===== src/rtl/gmm_pkg.sv =====
package gmm_pkg;
    localparam int NG      = 3;
    localparam int PIX_W   = 8;
    localparam int W_W     = 8;
    localparam int VAR_W   = 11;
    localparam int CNT_W   = 6;
    localparam int SD_W    = 8;
    localparam int SH_W    = 4;
    localparam int RANK_W  = 2;
    localparam int IF_W    = SD_W + W_W;
    localparam int GW      = W_W + PIX_W + VAR_W + CNT_W;
    localparam int MODEL_W = NG * GW;

    typedef struct packed {
        logic [W_W-1:0]   w;
        logic [PIX_W-1:0] mean;
        logic [VAR_W-1:0] vr;
        logic [CNT_W-1:0] cnt;
    } gauss_t;

    // what the update stage does to one Gaussian
    typedef enum logic [1:0] {
        ROLE_KEEP = 2'd0,
        ROLE_HIT  = 2'd1,
        ROLE_SWAP = 2'd2
    } role_t;
endpackage


===== src/rtl/gmm_gauss_eval.sv =====
module gmm_gauss_eval
    import gmm_pkg::*;
#(
    parameter int ALPHA_SH = 5
) (
    input  logic [PIX_W-1:0] pix,
    input  gauss_t           g,
    output logic [SD_W-1:0]  sd,
    output logic [IF_W-1:0]  ifit,
    output logic [SH_W-1:0]  shamt,
    output logic             hit
);
    logic [3:0]       msb;
    logic [3:0]       lg;
    logic [PIX_W:0]   d;
    logic [PIX_W-1:0] ad;
    logic [PIX_W+2:0] lhs;
    logic [PIX_W+2:0] rhs;

    // rounded log2 of the weight
    always_comb begin
        msb = '0;
        for (int i = 0; i < W_W; i++)
            if (g.w[i]) msb = 4'(i);
        if (g.w == '0)
            lg = '0;
        else if (msb != 4'd0 && g.w[3'(msb - 4'd1)])
            lg = msb + 4'd1;
        else
            lg = msb;
    end

    always_comb begin
        int t;
        t = ALPHA_SH + int'(lg) - W_W;
        shamt = (t < 0) ? '0 : SH_W'(t);
    end

    // four-segment square root of 8*v
    always_comb begin
        if (g.vr < 11'd16)       sd = SD_W'(2  + (g.vr >> 1));
        else if (g.vr < 11'd64)  sd = SD_W'(6  + (g.vr >> 2));
        else if (g.vr < 11'd256) sd = SD_W'(14 + (g.vr >> 3));
        else                     sd = SD_W'(30 + (g.vr >> 4));
    end

    assign ifit = IF_W'(sd) << (4'd8 - lg);

    always_comb begin
        d   = {1'b0, pix} - {1'b0, g.mean};
        ad  = d[PIX_W] ? PIX_W'(-d) : PIX_W'(d);
        lhs = (PIX_W+3)'({ad, 1'b0});
        rhs = {1'b0, sd, 2'b00} + (PIX_W+3)'(sd);
        hit = lhs < rhs;
    end
endmodule


===== src/rtl/gmm_rank.sv =====
module gmm_rank
    import gmm_pkg::*;
(
    input  logic [NG-1:0][IF_W-1:0]   ifit,
    output logic [NG-1:0][RANK_W-1:0] rank
);
    always_comb begin
        for (int k = 0; k < NG; k++) begin
            rank[k] = '0;
            for (int j = 0; j < NG; j++)
                if (j != k && (ifit[j] < ifit[k] || (ifit[j] == ifit[k] && j < k)))
                    rank[k] = rank[k] + 1'b1;
        end
    end
endmodule


===== src/rtl/gmm_recip.sv =====
module gmm_recip
    import gmm_pkg::*;
(
    input  logic [CNT_W-1:0] m,
    output logic [W_W-1:0]   z
);
    logic [9:0] mx;

    always_comb begin
        mx = 10'(m);
        if (m <= CNT_W'(2))       z = W_W'(10'd383 - (mx << 7));
        else if (m <= CNT_W'(7))  z = W_W'(10'd105 - (mx << 3));
        else if (m <= CNT_W'(23)) z = W_W'(10'd40 - mx);
        else                      z = W_W'(10'd14 - (mx >> 3));
    end
endmodule


===== src/rtl/gmm_update.sv =====
module gmm_update
    import gmm_pkg::*;
#(
    parameter int ALPHA_SH = 5,
    parameter int VAR_INIT = 128
) (
    input  role_t            role,
    input  gauss_t           g,
    input  logic [PIX_W-1:0] pix,
    input  logic [SH_W-1:0]  shamt,
    input  logic [W_W-1:0]   w_new,
    output gauss_t           q
);
    localparam int VMAX = (1 << VAR_W) - 1;
    localparam int EW   = 2 * PIX_W + 2;

    logic signed [PIX_W+1:0] d;
    logic signed [PIX_W+1:0] dm;
    logic [PIX_W-1:0]        ad;
    logic [2*PIX_W-1:0]      dsq;
    logic signed [EW-1:0]    e;
    logic signed [EW-1:0]    vsum;
    logic [W_W:0]            wup;

    always_comb begin
        d    = signed'({2'b00, pix}) - signed'({2'b00, g.mean});
        ad   = d[PIX_W+1] ? PIX_W'(-d) : PIX_W'(d);
        dsq  = (2*PIX_W)'(ad) * (2*PIX_W)'(ad);
        dm   = d >>> shamt;
        e    = signed'(EW'(dsq >> 3)) - signed'(EW'(g.vr));
        vsum = signed'(EW'(g.vr)) + (e >>> shamt);
        wup  = (W_W+1)'(g.w) + (((W_W+1)'(1 << W_W) - (W_W+1)'(g.w)) >> ALPHA_SH);

        q = g;
        unique case (role)
            ROLE_HIT: begin
                q.mean = PIX_W'(signed'({2'b00, g.mean}) + dm);
                if (vsum < 1)         q.vr = VAR_W'(1);
                else if (vsum > VMAX) q.vr = VAR_W'(VMAX);
                else                  q.vr = VAR_W'(vsum);
                q.w   = wup[W_W] ? '1 : wup[W_W-1:0];
                q.cnt = (g.cnt == '1) ? g.cnt : g.cnt + 1'b1;
            end
            ROLE_SWAP: begin
                q.w    = w_new;
                q.mean = pix;
                q.vr   = VAR_W'(VAR_INIT);
                q.cnt  = CNT_W'(1);
            end
            default: q.w = g.w - (g.w >> ALPHA_SH);
        endcase
    end
endmodule


===== src/rtl/gmm_bg_updater.sv =====
module gmm_bg_updater
    import gmm_pkg::*;
#(
    parameter int ALPHA_SH  = 5,
    parameter int BG_THRESH = 179,
    parameter int VAR_INIT  = 128
) (
    input  logic               clk,
    input  logic               rst,
    input  logic               in_valid,
    input  logic [PIX_W-1:0]   in_pix,
    input  logic [MODEL_W-1:0] in_model,
    output logic               out_valid,
    output logic               out_bg,
    output logic [MODEL_W-1:0] out_model
);
    localparam int SUM_W = W_W + 2;

    // stage 0: input register
    logic               v0;
    logic [PIX_W-1:0]   pix0;
    logic [MODEL_W-1:0] model0;
    // stage 1: evaluated and ranked
    logic               v1;
    logic [PIX_W-1:0]   pix1;
    logic [MODEL_W-1:0] model1;
    logic [NG-1:0]      hit_a, hit1;
    logic [NG-1:0][SH_W-1:0]   sh_a, sh1;
    logic [NG-1:0][SD_W-1:0]   sd_a;
    logic [NG-1:0][IF_W-1:0]   if_a;
    logic [NG-1:0][RANK_W-1:0] rank_a, rank1;

    gauss_t g0 [NG];
    gauss_t g1 [NG];
    gauss_t gq [NG];
    role_t  role [NG];
    logic [MODEL_W-1:0] model_nx;
    logic [CNT_W:0]     msum_raw;
    logic [CNT_W-1:0]   msum;
    logic [W_W-1:0]     w_new;
    logic               any_hit;
    logic               bg_nx;

    always_ff @(posedge clk) begin
        if (rst) begin
            v0 <= 1'b0;
            v1 <= 1'b0;
            out_valid <= 1'b0;
        end else begin
            v0 <= in_valid;
            v1 <= v0;
            out_valid <= v1;
        end
    end

    always_ff @(posedge clk) begin
        pix0      <= in_pix;
        model0    <= in_model;
        pix1      <= pix0;
        model1    <= model0;
        hit1      <= hit_a;
        sh1       <= sh_a;
        rank1     <= rank_a;
        out_model <= model_nx;
        out_bg    <= bg_nx;
    end

    for (genvar k = 0; k < NG; k++) begin : g_eval
        assign g0[k] = model0[k*GW +: GW];
        assign g1[k] = model1[k*GW +: GW];
        gmm_gauss_eval #(.ALPHA_SH(ALPHA_SH)) eval_i (
            .pix(pix0), .g(g0[k]), .sd(sd_a[k]), .ifit(if_a[k]),
            .shamt(sh_a[k]), .hit(hit_a[k])
        );
    end

    gmm_rank rank_i (.ifit(if_a), .rank(rank_a));

    // stage B: choose roles and run the background test
    always_comb begin
        logic lower_hit;
        logic [SUM_W-1:0] prefix;
        any_hit  = |hit1;
        msum_raw = '0;
        bg_nx    = 1'b0;
        for (int k = 0; k < NG; k++) begin
            lower_hit = 1'b0;
            prefix    = '0;
            for (int j = 0; j < NG; j++) begin
                if (j != k && hit1[j] && rank1[j] < rank1[k]) lower_hit = 1'b1;
                if (rank1[j] < rank1[k]) prefix = prefix + SUM_W'(g1[j].w);
            end
            if (hit1[k] && !lower_hit)
                role[k] = ROLE_HIT;
            else if (!any_hit && rank1[k] == RANK_W'(NG - 1))
                role[k] = ROLE_SWAP;
            else
                role[k] = ROLE_KEEP;
            if (role[k] != ROLE_SWAP) msum_raw = msum_raw + (CNT_W+1)'(g1[k].cnt);
            if (hit1[k] && prefix <= SUM_W'(BG_THRESH)) bg_nx = 1'b1;
        end
        if (msum_raw == '0)               msum = CNT_W'(1);
        else if (msum_raw[CNT_W])         msum = '1;
        else                              msum = msum_raw[CNT_W-1:0];
    end

    gmm_recip recip_i (.m(msum), .z(w_new));

    for (genvar k = 0; k < NG; k++) begin : g_upd
        gmm_update #(.ALPHA_SH(ALPHA_SH), .VAR_INIT(VAR_INIT)) upd_i (
            .role(role[k]), .g(g1[k]), .pix(pix1), .shamt(sh1[k]),
            .w_new(w_new), .q(gq[k])
        );
        assign model_nx[k*GW +: GW] = gq[k];
    end
endmodule


===== config.mk =====
export PLATFORM = sky130hd
export DESIGN_NAME = gmm_bg_updater
export DESIGN_NICKNAME = d
export VERILOG_FILES = /design/src/rtl/gmm_pkg.sv /design/src/rtl/gmm_gauss_eval.sv /design/src/rtl/gmm_rank.sv /design/src/rtl/gmm_recip.sv /design/src/rtl/gmm_update.sv /design/src/rtl/gmm_bg_updater.sv
export SDC_FILE = /design/constraint.sdc
export NUM_CORES = 2
export LEC_CHECK = 0
export BUFFER_PORTS_ARGS = -buffer_cell sky130_fd_sc_hd__buf_2
export CORE_MARGIN = 2
export CORE_UTILIZATION = 50
export CTS_CLUSTER_DIAMETER = 80
export DETAILED_ROUTE_END_ITERATION = 6
export GPL_TIMING_DRIVEN = 1
export PLACE_DENSITY = 0.68
export SETUP_SLACK_MARGIN = 0.05
export SLEW_MARGIN = 20
export SYNTH_ARGS = -nofsm -noshare
export SYNTH_HDL_FRONTEND = slang
export SYNTH_SLANG_ARGS = --single-unit

===== constraint.sdc =====
create_clock -name clk -period 13.91 [get_ports clk]
set_input_delay 0.6955 -clock clk [delete_from_list [all_inputs] [get_ports clk]]
set_output_delay 0.6955 -clock clk [all_outputs]
set_load 0.005 [all_outputs]

======== Word level (Yosys, flattened, before mapping) ========
Cells that the tools add are included.
storage, ports and cells
  output and inout bits ................... 101
  bits in registers ....................... 338
  bits of input ports ..................... 110
operators by class
  multiply operators ...................... 3
  reduce and logical (&&, ||, !) cells .... 34
  eq/ne operators ......................... 18
  order comparisons ....................... 45
  shifts and indexed selects .............. 9
  muxes and demuxes ....................... 102
  add/sub/neg operators ................... 78
operator list
  cell                                                                                count
  8-bit 2-to-1 mux                                                                    24
  25-bit one-hot mux with 2 select lines                                              3
  16-bit less-than comparator                                                         6
  32-bit by 1-bit less-than comparator with 1-bit output (second input constant)      3
  4-bit 2-to-1 mux                                                                    24
  32-bit by 5-bit subtractor with 32-bit output (second input constant)               3
  11-bit 2-to-1 mux                                                                   6
  10-bit by 8-bit adder with 10-bit output                                            6
  10-bit 2-to-1 mux                                                                   6
  12-bit by 18-bit adder with 18-bit output                                           3
  18-bit by 12-bit greater-than comparator with 1-bit output (second input constant)  3
  18-bit by 2-bit less-than comparator with 1-bit output (second input constant)      3
  18-bit by 4-bit >>> shifter with 18-bit output                                      3
  8-bit by 8-bit subtractor with 9-bit output                                         6
  16-bit == test                                                                      3
  8-bit by 8-bit multiplier with 16-bit output                                        3
  8-bit negation                                                                      6
  8-bit one-hot mux with 2 select lines                                               3
  8-bit by 4-bit left shift with 16-bit output                                        3
  13-bit by 11-bit subtractor with 14-bit output                                      3
  6-bit 2-to-1 mux                                                                    6
  10-bit by 8-bit adder with 11-bit output                                            3
  11-bit by 5-bit less-than comparator with 1-bit output (second input constant)      3
  11-bit by 7-bit less-than comparator with 1-bit output (second input constant)      3
  other kinds (43)                                                                    154

======== Longest topological paths before layout ========
  depth in word-level cells ............... 20
  gate-level depth with buffers ........... 57

======== Modules after synthesis ========
From an unflattened synthesis, not the netlist that was laid out.
second synthesis, totals
  cells, all modules ...................... 4,204
  area total of the unflattened synthesis .. 34,693.3 um2
by module, submodules not included
  module                       cells each  sequential area each (um2)  times used  area each (um2)
  gmm_bg_updater               622         6,766.5                     1           8,888.5
  gmm_gauss_eval               339         0.0                         3           2,442.3
  gmm_update (g_upd[0].upd_i)  805         0.0                         1           5,656.7
  gmm_update (g_upd[2].upd_i)  768         0.0                         1           5,600.4
  gmm_update (g_upd[1].upd_i)  775         0.0                         1           5,584.1
  gmm_rank                     166         0.0                         1           1,227.4
  gmm_recip                    51          0.0                         1           409.1

======== Least setup slack after synthesis ========
No wires, ideal clock.
  kind .................................... flip-flop to flip-flop
  start ................................... reg pix1[0]
  end ..................................... reg out_model[10]
  cell stages (with the launch flop) ...... 51
  setup time .............................. 0.122 ns
  data arrival time ....................... 10.643 ns
  path buffers ............................ 1
  period minus slack after synthesis ...... 10.765 ns
  setup slack ............................. 3.145 ns
  path through ............................ dfxtp_1 > inv_1 > ha_1 > inv_1 > fa_1 > a211oi_1 > nor2_1 > xor2_1 > nor3_1 > nand2b_1 > xnor2_1 > inv_1 > nand2_1 > inv_1 > fa_1 > fa_1 > inv_1 > fa_1 > (+15 left out) > nor2b_1 > or3b_1 > buf_2 > nor2_1 > a211oi_1 > a21oi_1 > mux4_2 > ha_1 > a21oi_1 > nor2_1 > a41o_1 > o41ai_1 > nor2_1 > a211oi_1 > o21ai_0 > and2_1 > a21boi_0 > a221o_1
RTL lines
  item                    RTL line              text
  from (decl)             gmm_bg_updater.sv:25  logic [PIX_W-1:0] pix1;
  from (signal assigned)  gmm_bg_updater.sv:59  pix1 <= pix0;
  to (signal assigned)    gmm_bg_updater.sv:64  out_model <= model_nx;
  to (decl)               gmm_bg_updater.sv:15  output logic [MODEL_W-1:0] out_model

==> results by group <==
Yosys
  – Synth Cell Area: between 30000 and 40000 um^2
  – Yosys reg bits: 338
  – Count of cell types in the netlist: 114
  – Post-synthesis sequential area ratio: 20.9%
  – Per-instance average area after synthesis: 8.17 um^2
  – Count leader, synth: ha_1
  – Area contributors post-synth: dfxtp_1 21%, ha_1 17%, fa_1 6.1%, xnor2_1 5.1%, a21oi_1 4.7%
  – Top post-synthesis cells by count: 435 x ha_1, 368 x inv_1, 353 x nor2_1
  – Yosys warns: 0
  – Ys async rst share: 0%
  – Post-Syn Instances: 3968
  – Area leader, netlist: dfxtp_1
  – Yosys top cell area share: 20.9%
  – EDFF count, synth: 0
  – Syn Nets: 4611
  – Main synth FF type: dfxtp_1

Final layout
  – Syn-to-layout area delta: 10.1%
  – Final #Nets: 4774
  – Final Util: 55.6%
  – Post-route insts no fill: about 5000
  – Layout cell share with drive strength beyond 1: a little over a tenth

Floorplan
  – Core area: between 60000 and 70000 um^2
  – Die Width: about 260 um
  – Rows: 93
  – Die span in y: 259 um
  – Die ar.: 66900 um^2
  – Initial Util: 50.5%
  – IO Pins: ~210

Drt
  – Drc violations: 0
  – Vias per cell: 5.67
  – Starting DRT DRC Count: 1699
  – Number of antenna-violating nets in the routed design: 1
  – Wirelength per Cell: around 18 um
  – DR pass1 iterations: 5
  – Total Wirelength: 88.9 mm
  – Detailed-route via count: 28500

Timing
  – Worst Tran Pin Value: 1.02 ns
  – Clk_skew: 0.0191 ns
  – Post-route setup slack: 1.61 ns
  – Fin. Hold Viols: 0
  – Tcrit/Tclk final: 88.4%
  – Final setup violation count: 0
  – RSZ-0062 raised after global routing: false
  – Fin crit period: 12.30 ns
  – TNS Setup: 0 ns
  – Max-slew violations: 0
  – Fmax: 81.3 MHz
  – Worst slew margin: 31.8%

Worst setup path
  – Worst setup SP type: flip-flop
  – Crit path DAT: 12.76 ns
  – Critical R2R Launch: pix1[0]
  – Most Frequent Cell on Critical Path: inv_1
  – CP peak stage delay: 0.58 ns
  – Crit path max-delay cell type: xnor2_1
  – Req. time, crit path: roughly 14 ns
  – Crit Path Category: flip-flop to flip-flop
  – CP Capture Type: flip-flop
  – CP max FO: 14
  – Reg2reg path depth: 47
  – Worst R2R End: out_model[9]
  – R2R Setup Slk: between 1.5 and 2 ns

Place
  – DP Wirelength: 71.9 mm
  – Placer's final routability congestion estimate: 0.934
  – Setup WS pre-CTS: 1.74 ns
  – IO Port Bufs: 210
  – # placed instances: between 4000 and 5000

Clock tree
  – Root Driver: clkbuf_16
  – # H-tree levels: 2
  – Total CTS buffers: 40
  – Clk sinks: 338
  – Clock Path Buffers: 3
  – Cells resized by post-CTS repair: 0
  – Cts hold-fix bufs: 0
  – CTS tree: done
  – Worst-Skew Late Latency: 0.58 ns
  – Post-CTS Setup Bufs: 0
  – Worst-path clk slew: 0.06 ns

Global route
  – Overflow after GRT: 0
  – Vias in the first global route: 26700
  – Initial antenna violation count: 6
  – First-pass GRT wire length: 141 mm
  – Gr usage total: 26.0%
  – Pin count of the biggest net entering global routing: 38

Job
  – Max Cap Viol: 0

Hold path
  – Hold path depth: 1
  – Hold WC Path Type: input pin to flip-flop
  – Hold_sp: in_pix[7]
  – Worst Hold Endpoint: pix0[7]

Status
  – Failing checks: antenna rules
  – Status: finished with violations
==> logic make-up (layout without fill, tap and decap cells) <==
family          count (synthesis)  count (layout)  share of synthesized area [%]
compound gates               1069            1069                           21.6
buf+inv                       492             685                           5.79
mux                           132             132                           4.56
xor+xnor                      284             284                           7.96
other cells                     0               7                              0
simple gates                 1120            1120                           16.4
fa+ha+maj                     533             533                           22.8
flops                         338             338                           20.9
==> area by class of cell <==
cell class / count / area [um^2]
antenna: 7 / 17.5
clock buffer: 48 / 1070
clock inverter: 24 / 315
fill: 6049 / 28500
inverter: 377 / 1420
multi-input combinational: 3138 / 23800
sequential: 338 / 6770
tap: 855 / 1070
timing repair buffer: 236 / 1250
==> per-layer routing <==
layer | vias to the layer above | part of all wire, % | global-route usage, % | wire, um
li1 | 14300 | - | - | -
met1 | 13200 | 46 | 34.9 | 40600
met2 | 782 | 44 | 41.8 | 39300
met3 | 149 | 6.4 | 5.05 | 5730
met4 | 6 | 3.6 | 9.01 | 3180
met5 | - | 0.042 | 0 | 37
==> layout by cell type (no fill, tap or decap), types with 22 or more instances in the layout <==
master / n
a31oi_1: 23
a21o_1: 77
o21bai_1: 50
and3_1: 23
nor3_1: 84
o21ai_0: 237
dfxtp_1: 338
nand4_1: 22
xnor2_1: 189
o21ai_1: 32
o211ai_1: 28
ha_1: 435
buf_2: 210
clkbuf_16: 41
mux2i_1: 86
nand2_1: 293
inv_1: 368
o221ai_1: 37
o21a_1: 40
fa_1: 98
nor2_1: 352
a211oi_1: 46
buf_4: 26
mux2_2: 36
nor2b_1: 74
nand2b_1: 57
xor2_1: 84
a21oi_1: 304
nand3_1: 66
and2_1: 46
nor4_1: 22
==> metrics by stage <==
step / hold slack [ns] / cell area [um^2]
floorplan: 0.310 / 32400
global placement: 0.311 / 34300
detailed placement: 0.312 / 34300
CTS: 0.182 / 35700
global route: 0.189 / 35700
finish: 0.212 / 35700
==> state kept, by name (all words and copies together), names as in the netlist <==
name / count
model0: 99
hit1: 3
pix1: 8
v0: 1
rank1: 6
model1: 99
sh1: 12
out_bg: 1
out_valid: 1
v1: 1
pix0: 8
out_model: 99
==> how the worst max path moves through the flow <==
stage,slack (ns),end,from
after floorplan,3.14,out_model[10],pix1[0]
after global placement,2.05,out_model[9],pix1[0]
after detailed placement,1.74,out_model[8],pix1[0]
after CTS,1.71,out_model[9],pix1[0]
after global routing,0.74,out_model[11],pix1[0]
final,1.61,out_model[9],pix1[0]
==> worst max-delay path, delay by kind of cell (launching register included) <==
| family | cells | cell delay, ns |
|---|---|---|
| xor gates and xnor gates | 2 | 0.72 |
| and+or+nand+nor | 9 | 1.57 |
| DFF | 1 | 0.34 |
| buffers and inverters | 7 | 0.86 |
| AOI/OAI and AO/OA | 19 | 4.59 |
| muxes | 1 | 0.50 |
| adders and majority gates | 9 | 3.61 |
Power is not shown: default switching activity piles up to over one toggle a cycle in this logic, so the estimate is an artifact.
